`src/rtl/tlb_repl_pkg.sv`:
```
package tlb_repl_pkg;
  // Bit position of pair (i,j), i<j, in an n-entry age vector, first pair at MSB.
  function automatic int pair_pos(int n, int i, int j);
    int ord;
    ord = 0;
    for (int a = 0; a < i; a++) ord += n - 1 - a;
    ord += j - i - 1;
    return n * (n - 1) / 2 - 1 - ord;
  endfunction
endpackage

```
`src/rtl/tlb_lru_decode.sv`:
```
module tlb_lru_decode #(
  parameter int N  = 4,
  parameter int PW = N * (N - 1) / 2,
  parameter int IW = $clog2(N)
) (
  input  logic [PW-1:0] lru_i,
  output logic [IW-1:0] victim_o,
  output logic          illegal_o
);
  import tlb_repl_pkg::*;

  logic [N-1:0][N-1:0] older;
  logic [N-1:0]        cand;

  for (genvar i = 0; i < N; i++) begin : g_row
    for (genvar j = 0; j < N; j++) begin : g_col
      if (j > i) begin : g_hi
        assign older[i][j] = lru_i[pair_pos(N, i, j)];
      end else if (j < i) begin : g_lo
        assign older[i][j] = ~lru_i[pair_pos(N, j, i)];
      end else begin : g_self
        assign older[i][j] = 1'b1;
      end
    end
    assign cand[i] = &older[i];
  end

  always_comb begin
    victim_o = '0;
    for (int i = N - 1; i >= 0; i--)
      if (cand[i]) victim_o = IW'(i);
  end

  assign illegal_o = ~|cand;

  always_comb begin
    if (illegal_o) assert (victim_o == '0) else $error("AST_ILLEGAL_ZERO");
  end
endmodule

```
`src/rtl/tlb_lru_state.sv`:
```
module tlb_lru_state #(
  parameter int N  = 4,
  parameter int PW = N * (N - 1) / 2,
  parameter int IW = $clog2(N)
) (
  input  logic          clk_i,
  input  logic          rst_ni,
  input  logic          upd_en_i,
  input  logic [IW-1:0] upd_idx_i,
  input  logic          wr_en_i,
  input  logic [PW-1:0] wr_lru_i,
  output logic [PW-1:0] lru_o
);
  import tlb_repl_pkg::*;

  logic [PW-1:0] lru_q, set_m, clr_m;

  always_comb begin
    set_m = '0;
    clr_m = '0;
    for (int i = 0; i < N; i++)
      for (int j = i + 1; j < N; j++) begin
        if (IW'(i) == upd_idx_i) clr_m[pair_pos(N, i, j)] = 1'b1;
        if (IW'(j) == upd_idx_i) set_m[pair_pos(N, i, j)] = 1'b1;
      end
  end

  always_ff @(posedge clk_i or negedge rst_ni) begin
    if (!rst_ni)       lru_q <= '0;
    else if (wr_en_i)  lru_q <= wr_lru_i;
    else if (upd_en_i) lru_q <= (lru_q & ~clr_m) | set_m;
  end

  assign lru_o = lru_q;

  AST_LRU_HOLD: assert property (@(posedge clk_i) disable iff (!rst_ni)
    !wr_en_i && !upd_en_i |=> $stable(lru_q));
  AST_LRU_WRITE: assert property (@(posedge clk_i) disable iff (!rst_ni)
    wr_en_i |=> lru_q == $past(wr_lru_i));
endmodule

```
`src/rtl/tlb_urc_counter.sv`:
```
module tlb_urc_counter #(
  parameter int CW      = 6,
  parameter int ENTRIES = 64
) (
  input  logic          clk_i,
  input  logic          rst_ni,
  input  logic          acc_i,
  input  logic          wr_en_i,
  input  logic [CW-1:0] wr_cnt_i,
  input  logic [CW-1:0] wr_bnd_i,
  output logic [CW-1:0] cnt_o,
  output logic [CW-1:0] bnd_o
);
  localparam logic [CW:0] LAST = (CW + 1)'(ENTRIES - 1);

  logic [CW-1:0] cnt_q, bnd_q;
  logic [CW:0]   inc;
  logic          wrap;

  assign inc  = {1'b0, cnt_q} + 1'b1;
  assign wrap = ((bnd_q != '0) && (inc > {1'b0, bnd_q})) || (inc > LAST);

  always_ff @(posedge clk_i or negedge rst_ni) begin
    if (!rst_ni) begin
      cnt_q <= '0;
      bnd_q <= '0;
    end else if (wr_en_i) begin
      cnt_q <= wr_cnt_i;
      bnd_q <= wr_bnd_i;
    end else if (acc_i) begin
      cnt_q <= wrap ? '0 : inc[CW-1:0];
    end
  end

  assign cnt_o = cnt_q;
  assign bnd_o = bnd_q;

  AST_URC_HOLD: assert property (@(posedge clk_i) disable iff (!rst_ni)
    !wr_en_i && !acc_i |=> $stable(cnt_q));
  AST_URC_BOUND_WRAP: assert property (@(posedge clk_i) disable iff (!rst_ni)
    acc_i && !wr_en_i && bnd_q != '0 && cnt_q >= bnd_q |=> cnt_q == '0);
  AST_URC_STEP: assert property (@(posedge clk_i) disable iff (!rst_ni)
    acc_i && !wr_en_i && bnd_q != '0 && cnt_q < bnd_q |=> cnt_q == $past(cnt_q) + 1'b1);
  AST_URC_TOP_WRAP: assert property (@(posedge clk_i) disable iff (!rst_ni)
    acc_i && !wr_en_i && bnd_q == '0 && {1'b0, cnt_q} == LAST |=> cnt_q == '0);
endmodule

```
`src/rtl/tlb_repl_ctrl.sv`:
```
module tlb_repl_ctrl #(
  parameter int N            = 4,
  parameter int CNT_W        = 6,
  parameter int UTLB_ENTRIES = 64,
  parameter int DW           = 32,
  parameter int LRU_LSB      = 26,
  parameter int BND_LSB      = 18,
  parameter int CNT_LSB      = 10
) (
  input  logic                             clk_i,
  input  logic                             rst_ni,
  input  logic                             hit_i,
  input  logic [$clog2(N)-1:0]             hit_idx_i,
  input  logic                             fill_i,
  input  logic                             utlb_acc_i,
  input  logic                             reg_we_i,
  input  logic [DW-1:0]                    reg_wdata_i,
  output logic [N*(N-1)/2-1:0]             lru_o,
  output logic [$clog2(N)-1:0]             victim_o,
  output logic                             illegal_o,
  output logic [CNT_W-1:0]                 urc_o,
  output logic [CNT_W-1:0]                 urb_o
);
  localparam int PW = N * (N - 1) / 2;
  localparam int IW = $clog2(N);

  logic          upd_en;
  logic [IW-1:0] upd_idx;

  // Fill targets the victim and wins over a hit; no update from an illegal state.
  assign upd_en  = fill_i ? ~illegal_o : hit_i;
  assign upd_idx = fill_i ? victim_o : hit_idx_i;

  tlb_lru_state #(.N(N), .PW(PW), .IW(IW)) u_state (
    .clk_i     (clk_i),
    .rst_ni    (rst_ni),
    .upd_en_i  (upd_en),
    .upd_idx_i (upd_idx),
    .wr_en_i   (reg_we_i),
    .wr_lru_i  (reg_wdata_i[LRU_LSB +: PW]),
    .lru_o     (lru_o)
  );

  tlb_lru_decode #(.N(N), .PW(PW), .IW(IW)) u_dec (
    .lru_i     (lru_o),
    .victim_o  (victim_o),
    .illegal_o (illegal_o)
  );

  tlb_urc_counter #(.CW(CNT_W), .ENTRIES(UTLB_ENTRIES)) u_urc (
    .clk_i    (clk_i),
    .rst_ni   (rst_ni),
    .acc_i    (utlb_acc_i),
    .wr_en_i  (reg_we_i),
    .wr_cnt_i (reg_wdata_i[CNT_LSB +: CNT_W]),
    .wr_bnd_i (reg_wdata_i[BND_LSB +: CNT_W]),
    .cnt_o    (urc_o),
    .bnd_o    (urb_o)
  );

  AST_HIT_MRU: assert property (@(posedge clk_i) disable iff (!rst_ni)
    hit_i && !fill_i && !reg_we_i |=> illegal_o || victim_o != $past(hit_idx_i));
  AST_FILL_MRU: assert property (@(posedge clk_i) disable iff (!rst_ni)
    fill_i && !illegal_o && !reg_we_i |=> illegal_o || victim_o != $past(victim_o));
  AST_FILL_ILLEGAL_HOLD: assert property (@(posedge clk_i) disable iff (!rst_ni)
    fill_i && illegal_o && !reg_we_i |=> $stable(lru_o));
endmodule

```
`config.mk`:
```
export PLATFORM = sky130hd
export DESIGN_NAME = tlb_repl_ctrl
export DESIGN_NICKNAME = d
export VERILOG_FILES = /design/src/rtl/tlb_repl_pkg.sv /design/src/rtl/tlb_lru_decode.sv /design/src/rtl/tlb_lru_state.sv /design/src/rtl/tlb_urc_counter.sv /design/src/rtl/tlb_repl_ctrl.sv
export SDC_FILE = /design/constraint.sdc
export NUM_CORES = 1
export LEC_CHECK = 0
export ABC_AREA = 1
export BUFFER_PORTS_ARGS = -buffer_cell sky130_fd_sc_hd__buf_4
export CAP_MARGIN = 20
export CORE_ASPECT_RATIO = 1.4
export CORE_MARGIN = 2
export CORE_UTILIZATION = 45
export DETAILED_ROUTE_END_ITERATION = 7
export GPL_TIMING_DRIVEN = 0
export PLACE_DENSITY = 0.85
export SLEW_MARGIN = 20
export SYNTH_ARGS = -nofsm -noshare
export SYNTH_HDL_FRONTEND = slang
export SYNTH_SLANG_ARGS = --single-unit
```
`constraint.sdc`:
```
create_clock -name clk_i -period 3 [get_ports clk_i]
set_input_delay 0.3 -clock clk_i [delete_from_list [all_inputs] [get_ports clk_i]]
set_output_delay 0.3 -clock clk_i [all_outputs]
set_load 0.02 [all_outputs]
```
# After elaboration in Yosys (flattened, before gate mapping)
# Index checks and enable logic that the tools add are counted.
# Widths: inputs -> output; s select.
op_classes:
  bitwise_logic: 9
  n_addsub: 1
  n_lt_le_gt_ge: 2
  n_div: 0
  n_mul: 0
  muxes: 15
  shift: 0
  eq_ne: 3
  reduce_logical: 12
op_table:
  columns: ["cell", "n"]
  rows:
  - ["$mux 6", 5]
  - ["$reduce_and 3->1", 4]
  - ["$mux 2", 5]
  - ["$add 6x1->7 const B", 1]
  - ["$gt 7x6->1", 1]
  - ["$gt 7x6->1 const B", 1]
  - ["$and 6x6->6", 1]
  - ["$not 1->1", 6]
  - ["$not 6->6", 1]
  - ["$or 6x6->6", 1]
  - ["$reduce_bool 6->1", 1]
  - ["$mux 1", 5]
  - ["$eq 2x2->1 const A", 2]
  - ["$reduce_bool 2->1", 2]
  - ["$reduce_or 4->1", 1]
  - ["$eq 1x2->1 const A", 1]
  - ["$logic_not 2->1", 1]
  - ["$logic_and 1x1->1", 1]
  - ["$logic_not 1->1", 1]
  - ["$logic_or 1x1->1", 1]
totals:
  latch_bits: 0
  ram_bits: 0
  n_memories: 0
  elab_cells: 45
  mem_bits_ro: 0
  inputBits: 40
  register_bits: 18
  out_inout_bits: 21

# Logic depth before layout (Yosys ltp)
depth:
  ltp_word: 14
  depth_mapped: 14

# By module
# A second synthesis with hierarchy kept.
hier_totals:
  cells_unflattened: 201
  area_unflattened_um2: 1411.4
by_module_without_submodules:
  columns: ["mod", "seq_area_each_um2", "instances", "cells_each", "area_each_um2"]
  rows:
  - ["tlb_urc_counter", 300.3, 1, 116, 908.4]
  - ["tlb_lru_state", 150.1, 1, 61, 404.1]
  - ["tlb_lru_decode", 0.0, 1, 13, 57.6]
  - ["tlb_repl_ctrl", 0.0, 1, 11, 41.3]

# Worst setup path after synthesis
# No wires, ideal clock.
synth_timing:
  path_type: "reg2reg"
  start: "register u_urc.cnt_q[0], in the netlist u_urc.cnt_o[0]"
  end: "register u_urc.cnt_q[0], in the netlist u_urc.cnt_o[0]"
  setup_time_ns: 0.122
  stages_incl_launch_ff: 14
  required_time_ns: 2.878
  setup_slack_ns: 0.718
  t_arrival_ns: 2.160
  period_less_slack_ns: 2.282
  path_cell_list: "dfrtp_1 -> ha_1 -> nand3_1 -> xor2_2 -> inv_1 -> ha_1 -> a21o_1 -> nand3_1 -> nand2_1 -> clkinv_1 -> nand2_1 -> nand3_4 -> nand3_1 -> nand2_1"
synth_via:
  elab_chain_cells: 7
synth_rtl:
  columns: ["item", "line_no", "rtl"]
  rows:
  - ["start: declaration", "tlb_urc_counter.sv:16", "logic [CW-1:0] cnt_q, bnd_q;"]
  - ["start signal: assignment", "tlb_urc_counter.sv:28", "cnt_q <= wr_cnt_i;"]
  - ["start signal: assignment", "tlb_urc_counter.sv:31", "cnt_q <= wrap ? '0 : inc[CW-1:0];"]
  - ["$add 6x1->7 (*)", "tlb_urc_counter.sv:20", "assign inc = {1'b0, cnt_q} + 1'b1;"]
  - ["$gt 7x6->1", "tlb_urc_counter.sv:21", "assign wrap = ((bnd_q != '0) && (inc > {1'b0, bnd_q})) || (inc > LAST);"]
  - ["$logic_and 1x1->1", "tlb_urc_counter.sv:21", null]
  - ["$logic_or 1x1->1", "tlb_urc_counter.sv:21", null]
  - ["$mux 6 (*)", "tlb_urc_counter.sv:31", null]
  - ["$mux 6 (*)", "tlb_urc_counter.sv:30", "end else if (acc_i) begin"]
  - ["$mux 6 (*)", "tlb_urc_counter.sv:27", "end else if (wr_en_i) begin"]
# Every way passes the cells marked *; elsewhere a longest branch is shown, timed or not. The select of a mux whose other input is x is not followed.
# A chain may end at the register's enable or synchronous reset.

# Worst setup path after layout
# Same ends and word-level chain as after synthesis.

==> out/metrics.yaml <==
grt:
  grt_max_degree: 19
  overflow: 0
  top_usage_layer: "met2"
  met3_usage_pct: 2.802
  antenna_found_initial: 0
  grt_pass1_vias: 1307
  grt_usage_pct: 20.73
  grt_pass1_wl_um: 5492
  met1_usage_pct: 23.23
  use_met2_pct: 39.97
drt:
  viasPerCell: 4.953
  route.detailed.drc: 0
  wl_per_cell_um: 12.00
  num_vias: 1372
  drt_iter0_markers: 36
  wl_um: 3324
  first_pass_iters: 4
  postRouteAntennaNets: 0
worst_setup_path:
  r2r-end: "u_urc.cnt_o[0]"
  path_delay_family: "adder cells"
  cp.arrival_ns: 2.59
  r2r_start: "u_urc.cnt_o[0]"
  regToRegSetupSlack_ns: 0.55
  cp_slowest_cell: "dfrtp_1"
  critical_path_class: "flip-flop to flip-flop"
  critPathBufInv: 2
  cp_max_fo: 9
  startpoint_type: "flip-flop"
  r2r_cells: 13
  endpoint_kind: "flip-flop"
  cp.required_ns: 3.14
  cp_cell_sequence: "ha_1, nand3_1, xor2_2, inv_1, ha_1, a21o_1, nand3_1, nand2_1, clkinv_1, nand2_1, nand3_4, nand3_1, nand2_1"
  cp_slowest_stage_delay_ns: 0.52
clocking:
  clockRootBuffer: "clkbuf_8"
  clkLatencyLatePin_ns: 0.25
  tritoncts: "done"
  cts_buffer_depth: 2
  cts.repair.resized: 0
  cts_buffers: 3
  path_clk_slew_ns: 0.06
  cts_max_level: 1
  clock-sinks: 18
sta:
  tightest_slew_ns: 0.4818
  setup_ws_ns: 0.5498
  rsz0062_at_grt: "false"
  maxSlewHeadroom_pct: 67.88
  setup_violations: 0
  finalCritPeriodShare_pct: 81.67
  fin_crit_ns: 2.450
  report.final.slew_viol_count: 0
  fin_tns_setup_ns: 0
  finalHoldViolCount: 0
  fmax_mhz: 408.1
  hold_ws_ns: 0.2507
  clock_skew_ns: 0.002776
placement:
  place_ws_ns: 0.5637
  dp_hpwl_um: 2601
  gp_congestion: 0.8457
  io_buffer_count: 45
  placed_cell_area_um2: 1729
cells_and_area:
  multiInputGateArea_um2: 797.0
  mostFrequentLayoutCells: "nand2_1 (71), buf_4 (45), inv_1 (20)"
  layout_commonest_cell: "nand2_1"
  nets: 290
  drive_gt1_share_pct: 25.83
  postLayoutCellArea_um2: 1780
  syn_to_final_growth_pct: 32.37
  num_antenna_cells: 0
  fillers: 280
  final_util_pct: 62.49
  final-seq-area_um2: 450.4
floorplanning:
  fp.coreArea_um2: 2849
  start_util_pct: 47.21
  num_rows: 23
  io_pins: 61
  die_y_um: 68.69
  die_w_um: 50.21
  dieArea_um2: 3448
logic_synthesis:
  yosysWarnings: 0
  ys_seq_area_share_pct: 33.49
  syn_avg_cell_area_um2: 7.042
  ys_types: 26
  synthCells: 191
  syn_area_um2: 1345
  syn_nets: 239
  synth-seq-cells: 18
min_path:
  hold_end: "u_urc.bnd_o[2]"
  min_from: "reg_wdata_i[20]"
  hp-class: "input port to flip-flop"
  holdPathStages: 3
pwr:
  p_per_area_nw_per_um2: 598.7
  peakVddDrop_mv: 0.3500
  p_leak_nw: 0.9980
job:
  drv_cap: 0
outcome:
  status: "finished clean"
-- cell usage after synthesis, drive strengths merged --
master | count | area [um2]
nand3 | 18 | 107.6
clkbuf | 3 | 11.26
inv | 22 | 82.58
xor2 | 2 | 32.53
nand3b | 2 | 15.01
ha | 8 | 100.1
a21o | 1 | 7.510
o31ai | 1 | 21.27
nand2 | 76 | 302.8
clkinv | 1 | 3.750
a21oi | 3 | 15.01
dfrtp | 18 | 450.4
nor4 | 1 | 6.260
o21ai | 8 | 40.03
nor2 | 16 | 70.07
nand4 | 3 | 18.77
o21bai | 2 | 15.01
a22oi | 6 | 45.04
-- area by class of cell --
cell class | instances | area share, %
plain buffers | 3 | 0.6325
repair buffers | 46 | 19.54
flip-flops and latches | 18 | 25.30
clock buffers | 3 | 2.319
well taps | 37 | 2.600
multi-input cells | 147 | 44.76
inverters | 23 | 4.849
-- logic make-up (layout without fill, tap and decap cells) --
group,count (synthesis),count (layout),share of synthesized area (%)
and+or+nand+nor,116,116,38.70
buffers and inverters,26,75,7.256
AOI/OAI and AO/OA,21,21,10.70
xor gates and xnor gates,2,2,2.419
DFF,18,18,33.49
adders and majority gates,8,8,7.442
-- worst max-delay path by stage --
stage | from | endpoint | slack (ns) | cells after the start
floorplan | u_urc.cnt_o[0] | u_urc.cnt_o[0] | 0.72 | 13
global placement | u_urc.cnt_o[0] | u_urc.cnt_o[5] | 0.59 | 13
detailed placement | u_urc.cnt_o[0] | u_urc.cnt_o[0] | 0.56 | 13
CTS | u_urc.cnt_o[0] | u_urc.cnt_o[0] | 0.53 | 13
global route | u_urc.cnt_o[0] | u_urc.cnt_o[0] | 0.32 | 13
finish | u_urc.cnt_o[0] | u_urc.cnt_o[0] | 0.55 | 13
-- per-layer routing --
layer | wire length [um] | vias to the layer above
li1 | - | 709
met1 | 1385 | 626
met2 | 1760 | 32
met3 | 137 | 5
met4 | 41 | 0
met5 | 0 | -
-- power breakdown --
group	leakage, nW	total [mW]	switching (mW)	internal (mW)
combinational	0.755	0.544	0.320	0.224
sequential	0.222	0.357	0.0669	0.290
clock	0.0216	0.165	0.0759	0.0892
-- metrics by stage --
step           std cells  power (mW)
2_1_floorplan        191      0.6933
3_3_place_gp         273      0.8885
3_5_place_dp         273      0.9040
4_1_cts              277       1.074
5_1_grt              277       1.143
6_report             277       1.066
-- worst min-delay path, stage by stage --
cell,delay [ns]
buf_4,0.08
nand2_1,0.04
o21ai_0,0.06
-- repair_timing --
item,in CTS,in global routing
setup buffers,0,0
hold endpoints to repair,18,0
hold buffers,1,0
Power figures use the tool's default switching activity.
